`src/rtl/stop_wake_ctrl.sv`:
```
module stop_wake_ctrl #(
  parameter int unsigned SHORT_LOG = 8,
  parameter int unsigned MID_LOG   = 14,
  parameter int unsigned LONG_LOG  = 16
) (
  input  logic       rst_n,
  input  logic       osc_clk,
  input  logic       stop_req,
  input  logic       irq_req,
  input  logic [1:0] warm_sel,
  output logic       osc_en,
  output logic       sys_clk,
  output logic       sys_clk_on,
  output logic       run
);

  localparam int unsigned CW = LONG_LOG;

  typedef enum logic [1:0] {S_RUN, S_STOP, S_WARM} state_t;

  state_t          st;
  logic [CW-1:0]   cnt;
  logic [1:0]      sel_q;
  logic [CW-1:0]   lim;
  logic            gate_q;

  function automatic logic [CW-1:0] last_count(input logic [1:0] code);
    logic [CW-1:0] ones;
    ones = '1;
    case (code)
      2'b01:   return ones >> (CW - SHORT_LOG);
      2'b10:   return ones >> (CW - MID_LOG);
      default: return ones;
    endcase
  endfunction

  assign lim = last_count(sel_q);

  always_ff @(posedge osc_clk or negedge rst_n) begin
    if (!rst_n) begin
      st    <= S_RUN;
      cnt   <= '0;
      sel_q <= 2'b11;
    end else begin
      case (st)
        S_RUN:
          if (stop_req) begin
            st    <= S_STOP;
            cnt   <= '0;
            sel_q <= warm_sel;
          end
        S_STOP:
          if (irq_req) begin
            st  <= S_WARM;
            cnt <= CW'(1);
          end
        S_WARM:
          if (cnt == lim) st <= S_RUN;
          else            cnt <= cnt + 1'b1;
        default: st <= S_RUN;
      endcase
    end
  end

  always_ff @(negedge osc_clk or negedge rst_n) begin
    if (!rst_n) gate_q <= 1'b1;
    else        gate_q <= (st == S_RUN);
  end

  assign run        = (st == S_RUN);
  assign osc_en     = (st != S_STOP) | irq_req;
  assign sys_clk_on = gate_q;
  assign sys_clk    = osc_clk & gate_q;

  a_r2_stop_entry: assert property (@(posedge osc_clk) disable iff (!rst_n)
    (run && stop_req) |=> !run);

  a_r3_irq_wakes: assert property (@(posedge osc_clk) disable iff (!rst_n)
    (st == S_STOP && irq_req) |=> (st == S_WARM));

  a_r4_full_count: assert property (@(posedge osc_clk) disable iff (!rst_n)
    $rose(st == S_RUN) |-> (cnt == lim));

  a_r5_gate_closed: assert property (@(posedge osc_clk) disable iff (!rst_n)
    (st != S_RUN) |-> !gate_q);

  a_r6_sel_held: assert property (@(posedge osc_clk) disable iff (!rst_n)
    (st != S_RUN) |=> $stable(sel_q));

  a_r7_no_restop: assert property (@(posedge osc_clk) disable iff (!rst_n)
    (st == S_WARM) |=> (st != S_STOP));

  a_r8_count_bound: assert property (@(posedge osc_clk) disable iff (!rst_n)
    (st == S_WARM) |-> (cnt <= lim));

endmodule

```
`config.mk`:
```
export PLATFORM = sky130hd
export DESIGN_NAME = stop_wake_ctrl
export DESIGN_NICKNAME = d
export VERILOG_FILES = /design/src/rtl/stop_wake_ctrl.sv
export SDC_FILE = /design/constraint.sdc
export NUM_CORES = 1
export LEC_CHECK = 0
export ABC_CLOCK_PERIOD_IN_PS = 5800
export CORE_MARGIN = 4
export CORE_UTILIZATION = 55
export DETAILED_ROUTE_END_ITERATION = 7
export MAX_ROUTING_LAYER = met4
export PLACE_DENSITY = 0.75
export REMOVE_ABC_BUFFERS = 1
export SETUP_SLACK_MARGIN = 0.3
export SLEW_MARGIN = 25
export SYNTH_ARGS = -nofsm -noshare
export SYNTH_HDL_FRONTEND = slang
export SYNTH_SLANG_ARGS = --single-unit
```
`constraint.sdc`:
```
create_clock -name osc_clk -period 5.8 [get_ports osc_clk]
set_clock_uncertainty 0.2 [all_clocks]
set_input_delay 0.58 -clock osc_clk [delete_from_list [all_inputs] [get_ports osc_clk]]
set_output_delay 0.58 -clock osc_clk [all_outputs]
set_load 0.03 [all_outputs]
```
Word level (Yosys, flattened, before mapping)
Index checks and enable logic that the tools add are counted.
- $add $sub $neg: 1
- equality and inequality tests: 10
- multiplexer cells: 9
- bitwise logic cells: 2
- reduce and logical (&&, ||, !) cells: 5
- operators by type and width (operator ; number):
    $mux 16 ; 3
    $pmux 16 s3 ; 1
    $pmux 16 s2 ; 1
    $add 16x1->16 const B ; 1
    $eq 16x16->1 ; 1
    $ne 2x2->1 const B ; 4
    $mux 2 ; 3
    $pmux 2 s3 ; 1
    $eq 2x1->1 const B ; 2
    $eq 2x2->1 const B ; 2
    $reduce_and 4->1 ; 1
    $reduce_and 3->1 ; 1
    $reduce_bool 3->1 ; 1
    $logic_not 2->1 ; 1
    $ne 2x1->1 const B ; 1
    $reduce_and 2->1 ; 1
    $and 1x1->1 ; 1
    $or 1x1->1 ; 1
- flip-flop bits (word level): 21
- input bits: 6
- output and inout bits: 4
- word-level logic and storage cells: 31

Longest topological paths before layout
Gate-level depths: netlist (run 1).
- word-level depth: 5
- depth in mapped cells: 9

==> results.yml, run 1 <==
outcome:
  status: "finished clean"
clock_network:
  tritoncts: "yes"
  post-cts-setup-buffer-count: 0
  post_cts_resized: 0
  clock_latency_ns: 0.41
  worst_setup_hold_path_clk_slew_ns: 0.13
  post_cts_hold_buffer_count: 0
floorplan:
  die_width_um: 59.22
  initial_util_pct: 57.71
  height_of_the_die_um: 59.22
  fp.coreArea_um2: 2500
  rows: 18
  dieArea_um2: 3506
  boundaryPins: 10
route:
  dr.pass1.iters: 4
  antenna_violating_nets_post_route: 0
  vias_per_cell: 6.578
  dr.first_iter.drc_count: 78
  post_drt_wl_per_cell_um: 16.92
  route.vias.total: 1355
  routed_wirelength_um: 3486
  remaining_drc_errors: 0
global_routing:
  globalRouteMet3Util_pct: 4.139
  grt.busiest_layer: "met2"
  grt_use_total_pct: 23.07
  overflow: 0
  number_of_antenna_violations_at_the_first_check_in_global_routing: 0
  maximum_number_of_pins_on_one_net_before_global_route_repair: 28
  wire_length_of_the_first_global_routing_pass_um: 6009
  grt_use_met2_pct: 37.75
  groute.layer.met1.usage_pct: 27.88
  number_of_global_route_vias_before_repair: 1366
place:
  dp_slack_ns: 0.8535
  buffer_ports.inserted: 9
  dp.final_hpwl_um: 2486
  gp_congestion: 0.8338
worst_setup_path:
  worst_ep_required_time_ns: 5.02
  crit_fanout: 2
  worst_path_largest_cell_delay_ns: 0.67
  critical_path_buf_inv_count: 1
  cp_cell_sequence: "clkdlybuf4s50_1"
  critPathKind: "reg2out"
  critical_path.slowest_cell: "sky130_fd_sc_hd__clkdlybuf4s50_1"
  worst_ep_arrival_time_ns: 4.56
  endpoint_kind: "output pin"
  worstSetupStartpointType: "flip-flop"
  cp_top_family: "buffers and inverters"
final_layout:
  antennaDiodeCount: 0
  footprint_of_the_multi_input_gates_um2: 854.6
  nFillCells: 213
  nNetsFinal: 189
  area.growth.synth_to_final_pct: 11.27
  final_core_util_pct: 64.21
  regArea_um2: 529.3
  final_layout_size_suffix_gt1_share_pct: 9.659
sta:
  final_hold_viol_count: 0
  fin_ws_ns: 0.4579
  rsz_0062_raised_after_global_routing: "false"
  max_slew.worst_pin.slew_ns: 0.9280
  setup-tns-final_ns: 0
  relative_slew_slack_pct: 38.14
  final-max-slew-violation-count: 0
  setup_violations: 0
synthesis:
  most_frequent_cell_after_synthesis: "sky130_fd_sc_hd__dfrtp_1"
  count_of_flip_flops_with_a_built_in_enable_after_synthesis: 0
  yosys_register_bits: 21
  synthesized_area_per_cell_um2: 8.639
  post_synth_instance_area_um2: 1443
  yosys_most_used_dff: "sky130_fd_sc_hd__dfrtp_1"
  netlist_top_cells_area: "sky130_fd_sc_hd__dfrtp_1 31%, sky130_fd_sc_hd__dfstp_2 5.5%, sky130_fd_sc_hd__ha_1 5.2%, sky130_fd_sc_hd__nand3_1 4.9%, sky130_fd_sc_hd__nand2_1 4.4%"
  yosysSeqAreaShare_pct: 36.69
  synth_top_cell_by_area: "sky130_fd_sc_hd__dfrtp_1"
  synthCells: 167
  synth_warnings: 0
  netlist-cell-type-count: 42
  yosys.area.top_type_share_pct: 31.22
  post_synth_most_frequent_cells: "18 x sky130_fd_sc_hd__dfrtp_1, 17 x sky130_fd_sc_hd__nand2_1, 14 x sky130_fd_sc_hd__nand3_1"
  synthArstFlopShare_pct: 100.0
worst_hold_path:
  min_path_type: "in2async"
pwr:
  power.static_leakage_nw: 0.6943
  vdd_ir_drop_max_v: 0.0004135
  power-per-cell-area_nw_per_um2: 420.6
job:
  max_cap_violations: 0
==> final timing paths <==
path                                 start          to  slack [ns]  depth (start not counted)
worst max-delay path            sys_clk_on  sys_clk_on        0.46                          1
worst min-delay path                 rst_n      cnt[7]        0.30                          2
worst max register to register       st[0]  sys_clk_on        1.88                          2
worst min register to register      cnt[1]      cnt[1]        0.38                          1
max in group asynchronous            rst_n  sys_clk_on        1.95                          2
min in group osc_clk                cnt[1]      cnt[1]        0.38                          1
==> power breakdown <==
group	total (mW)	internal (mW)	switching (mW)
logic	0.359	0.127	0.232
clock network	0.125	0.0586	0.0660
registers	0.192	0.175	0.0168
==> sequential cells by signal, summed over array words and instances, names as in the netlist <==
register    flops
sel_q           2
sys_clk_on      1
cnt            16
st              2
==> metrics by stage <==
step | instance area (µm²) | hold slack [ns] | power, mW | std cells
final | 1605 | 0.2999 | 0.6752 | 206
after global routing | 1605 | 0.3081 | 0.7288 | 206
after CTS | 1603 | 0.3082 | 0.6782 | 206
after detailed placement | 1553 | 0.3499 | 0.5714 | 199
after global placement | 1545 | 0.3304 | 0.5494 | 199
after floorplan | 1410 | 0.08441 | 0.4578 | 159
==> placed cells by master (no fill, tap or decap), types with 6 or more instances in the layout <==
master and n:
sky130_fd_sc_hd__clkdlybuf4s50_1 8, sky130_fd_sc_hd__dfrtp_1 18, sky130_fd_sc_hd__nand3_1 14, sky130_fd_sc_hd__clkbuf_4 6, sky130_fd_sc_hd__nor4_1 9, sky130_fd_sc_hd__nand2_1 17
sky130_fd_sc_hd__inv_1 8, sky130_fd_sc_hd__ha_1 6, sky130_fd_sc_hd__nor2_1 11, sky130_fd_sc_hd__nor3_1 6, sky130_fd_sc_hd__a21oi_1 6
==> cells by family (layout without fill, tap and decap cells) <==
family                   count (synthesis)  in the layout  synth area share [%]
AO/OA/AOI/OAI                           32             32                 16.48
adder cells (fa/ha/maj)                  6              6                 5.204
buffers and inverters                   17             26                 4.596
flip-flops                              21             21                 36.69
multiplexers                             8              8                 6.418
AND/OR/NAND/NOR                         83             83                 30.62
==> cell type report <==
type	instances	area share, %
clock inverter	2	0.5456
inverter	8	1.871
clock buffer	7	3.585
timing repair buffer	9	5.456
multi-input combinational	129	53.23
sequential	21	32.97
tap	30	2.338
==> metal layers <==
layer / wire length [µm] / share of wire, %
met5: 0 / 0
met4: 56 / 1.6
met3: 166 / 4.8
met2: 1742 / 50
met1: 1520 / 44
(Power assumes the default switching activity.)
==> inputs of run 2 (changes only) <==
--- a/config.mk
+++ b/config.mk
@@ -5,7 +5,6 @@
 export SDC_FILE = /design/constraint.sdc
 export NUM_CORES = 1
 export LEC_CHECK = 0
-export ABC_CLOCK_PERIOD_IN_PS = 5800
 export CORE_MARGIN = 4
 export CORE_UTILIZATION = 55
 export DETAILED_ROUTE_END_ITERATION = 7
==> constraint.sdc (replaced) <==
create_clock -name osc_clk -period 6.3 [get_ports osc_clk]
set_clock_uncertainty 0.2 [all_clocks]
set_input_delay 0.63 -clock osc_clk [delete_from_list [all_inputs] [get_ports osc_clk]]
set_output_delay 0.63 -clock osc_clk [all_outputs]
set_load 0.03 [all_outputs]
==> run 2 against run 1 <==
Net effect: register-to-register slack gained 0.26 ns; non-clock buffer count unchanged; power fell by 7.7%; routed wire length grew 0.34%; design area down 0.16%; hold slack improved by 0.030 ns; sequential share of layout area is 0.051 points higher; count of clock-buffer cells in the layout unchanged; critical path depth grew 1; core utilization down 0.10 points; highest routed layer unchanged.
==> results.yml, run 2 (synthesized netlist as in run 1, its figures left out) <==
sta:
  rsz_0062_raised_after_global_routing: "false"
  finalHoldWorstSlack_ns: 0.3299
  setup-tns-final_ns: 0
  max_slew.worst_pin.slew_ns: 0.9306
  setup_violations: 0
  fin_ws_ns: 0.5469
  final_hold_viol_count: 0
  relative_slew_slack_pct: 37.96
  final-max-slew-violation-count: 0
final_layout:
  antennaDiodeCount: 0
  largest_register_ff_count: 16
  top_regs: "cnt x16, sel_q x2, st x2"
  register_with_the_most_flip_flops: "cnt"
  nNetsFinal: 189
  final_core_util_pct: 64.11
  final_layout_size_suffix_gt1_share_pct: 9.659
  final-instance-count-excl-fill: 206
  area.growth.synth_to_final_pct: 11.10
  layout.cells.most_common: "sky130_fd_sc_hd__dfrtp_1"
  layout_common_cells: "18 x sky130_fd_sc_hd__dfrtp_1, 17 x sky130_fd_sc_hd__nand2_1, 14 x sky130_fd_sc_hd__nand3_1"
floorplan:
  boundaryPins: 10
  initial_util_pct: 57.71
  height_of_the_die_um: 59.22
  die_width_um: 59.22
  dieArea_um2: 3506
  rows: 18
  fp.coreArea_um2: 2500
worst_setup_path:
  cp_cell_sequence: "and2_1 -> clkdlybuf4s50_1"
  critical_path_buf_inv_count: 1
  critical_path.slowest_cell: "sky130_fd_sc_hd__clkdlybuf4s50_1"
  worst_ep_required_time_ns: 5.47
  critPathKind: "reg2out"
  endpoint_kind: "output pin"
  crit_fanout: 2
  worst_ep_arrival_time_ns: 4.92
  cp_top_family: "buffers and inverters"
  worst_path_largest_cell_delay_ns: 0.66
  worstSetupStartpointType: "flip-flop"
pwr:
  power-per-cell-area_nw_per_um2: 388.8
  power.static_leakage_nw: 0.6795
  vdd_ir_drop_max_v: 0.0003831
job:
  max_cap_violations: 0
clock_network:
  worst_setup_hold_path_clk_slew_ns: 0.13
  post-cts-setup-buffer-count: 0
  clock_latency_ns: 0.42
  post_cts_resized: 0
  tritoncts: "yes"
  post_cts_hold_buffer_count: 0
route:
  remaining_drc_errors: 0
  dr.pass1.iters: 4
  dr.first_iter.drc_count: 66
  antenna_violating_nets_post_route: 0
  routed_wirelength_um: 3498
  vias_per_cell: 6.655
  route.vias.total: 1371
  post_drt_wl_per_cell_um: 16.98
place:
  dp_cells: 199
  gp_congestion: 0.8340
  buffer_ports.inserted: 9
  dp_slack_ns: 1.056
  dp.final_hpwl_um: 2422
global_routing:
  number_of_global_route_vias_before_repair: 1351
  grt_use_total_pct: 22.88
  maximum_number_of_pins_on_one_net_before_global_route_repair: 28
  overflow: 0
  number_of_antenna_violations_at_the_first_check_in_global_routing: 0
  wire_length_of_the_first_global_routing_pass_um: 5906
worst_hold_path:
  min_path_type: "in2async"
outcome:
  status: "finished clean"
## run 2: path summary, 6_finish.rpt
path / end / cells after the start / slack, ns / start
max in group asynchronous: sys_clk_on / 2 / 2.18 / rst_n
min in group osc_clk: cnt[15] / 1 / 0.37 / cnt[15]
worst max register to register: sys_clk_on / 2 / 2.14 / st[0]
worst min-delay path: cnt[7] / 2 / 0.33 / rst_n
worst min register to register: cnt[15] / 1 / 0.37 / cnt[15]
worst max-delay path: sys_clk / 2 / 0.55 / sys_clk_on
## run 2: final cells by class
type,count,area [µm²]
multi-input cells,129,854.6
repair buffers,9,87.58
inverters,8,30.03
flip-flops and latches,21,529.3
well taps,30,37.54
clock buffers,7,55.05
clock inverters,2,8.758
fillers,201,897.1
## run 2: metrics by stage
stage	total power, mW	instance area (µm²)
finish	0.6231	1603
global placement	0.5057	1545
CTS	0.6242	1603
floorplan	0.4215	1410
detailed placement	0.5228	1553
global route	0.6711	1603
## run 2: per-layer routing
layer	global-route usage [%]	wire, µm	share of wire, %	vias up
li1	-	-	-	639
met1	27.61	1530	44	674
met2	35.73	1698	49	51
met3	4.793	210	6.0	7
met4	11.97	59	1.7	0
met5	-	0	0	-
## run 2: power by group
group / switching [mW] / internal, mW / total (mW) / leakage, nW
Clock: 0.0626 / 0.0548 / 0.117 / 0.0432
Combinational: 0.212 / 0.116 / 0.329 / 0.357
Sequential: 0.0159 / 0.161 / 0.177 / 0.279
Total: 0.291 / 0.332 / 0.623 / 0.680
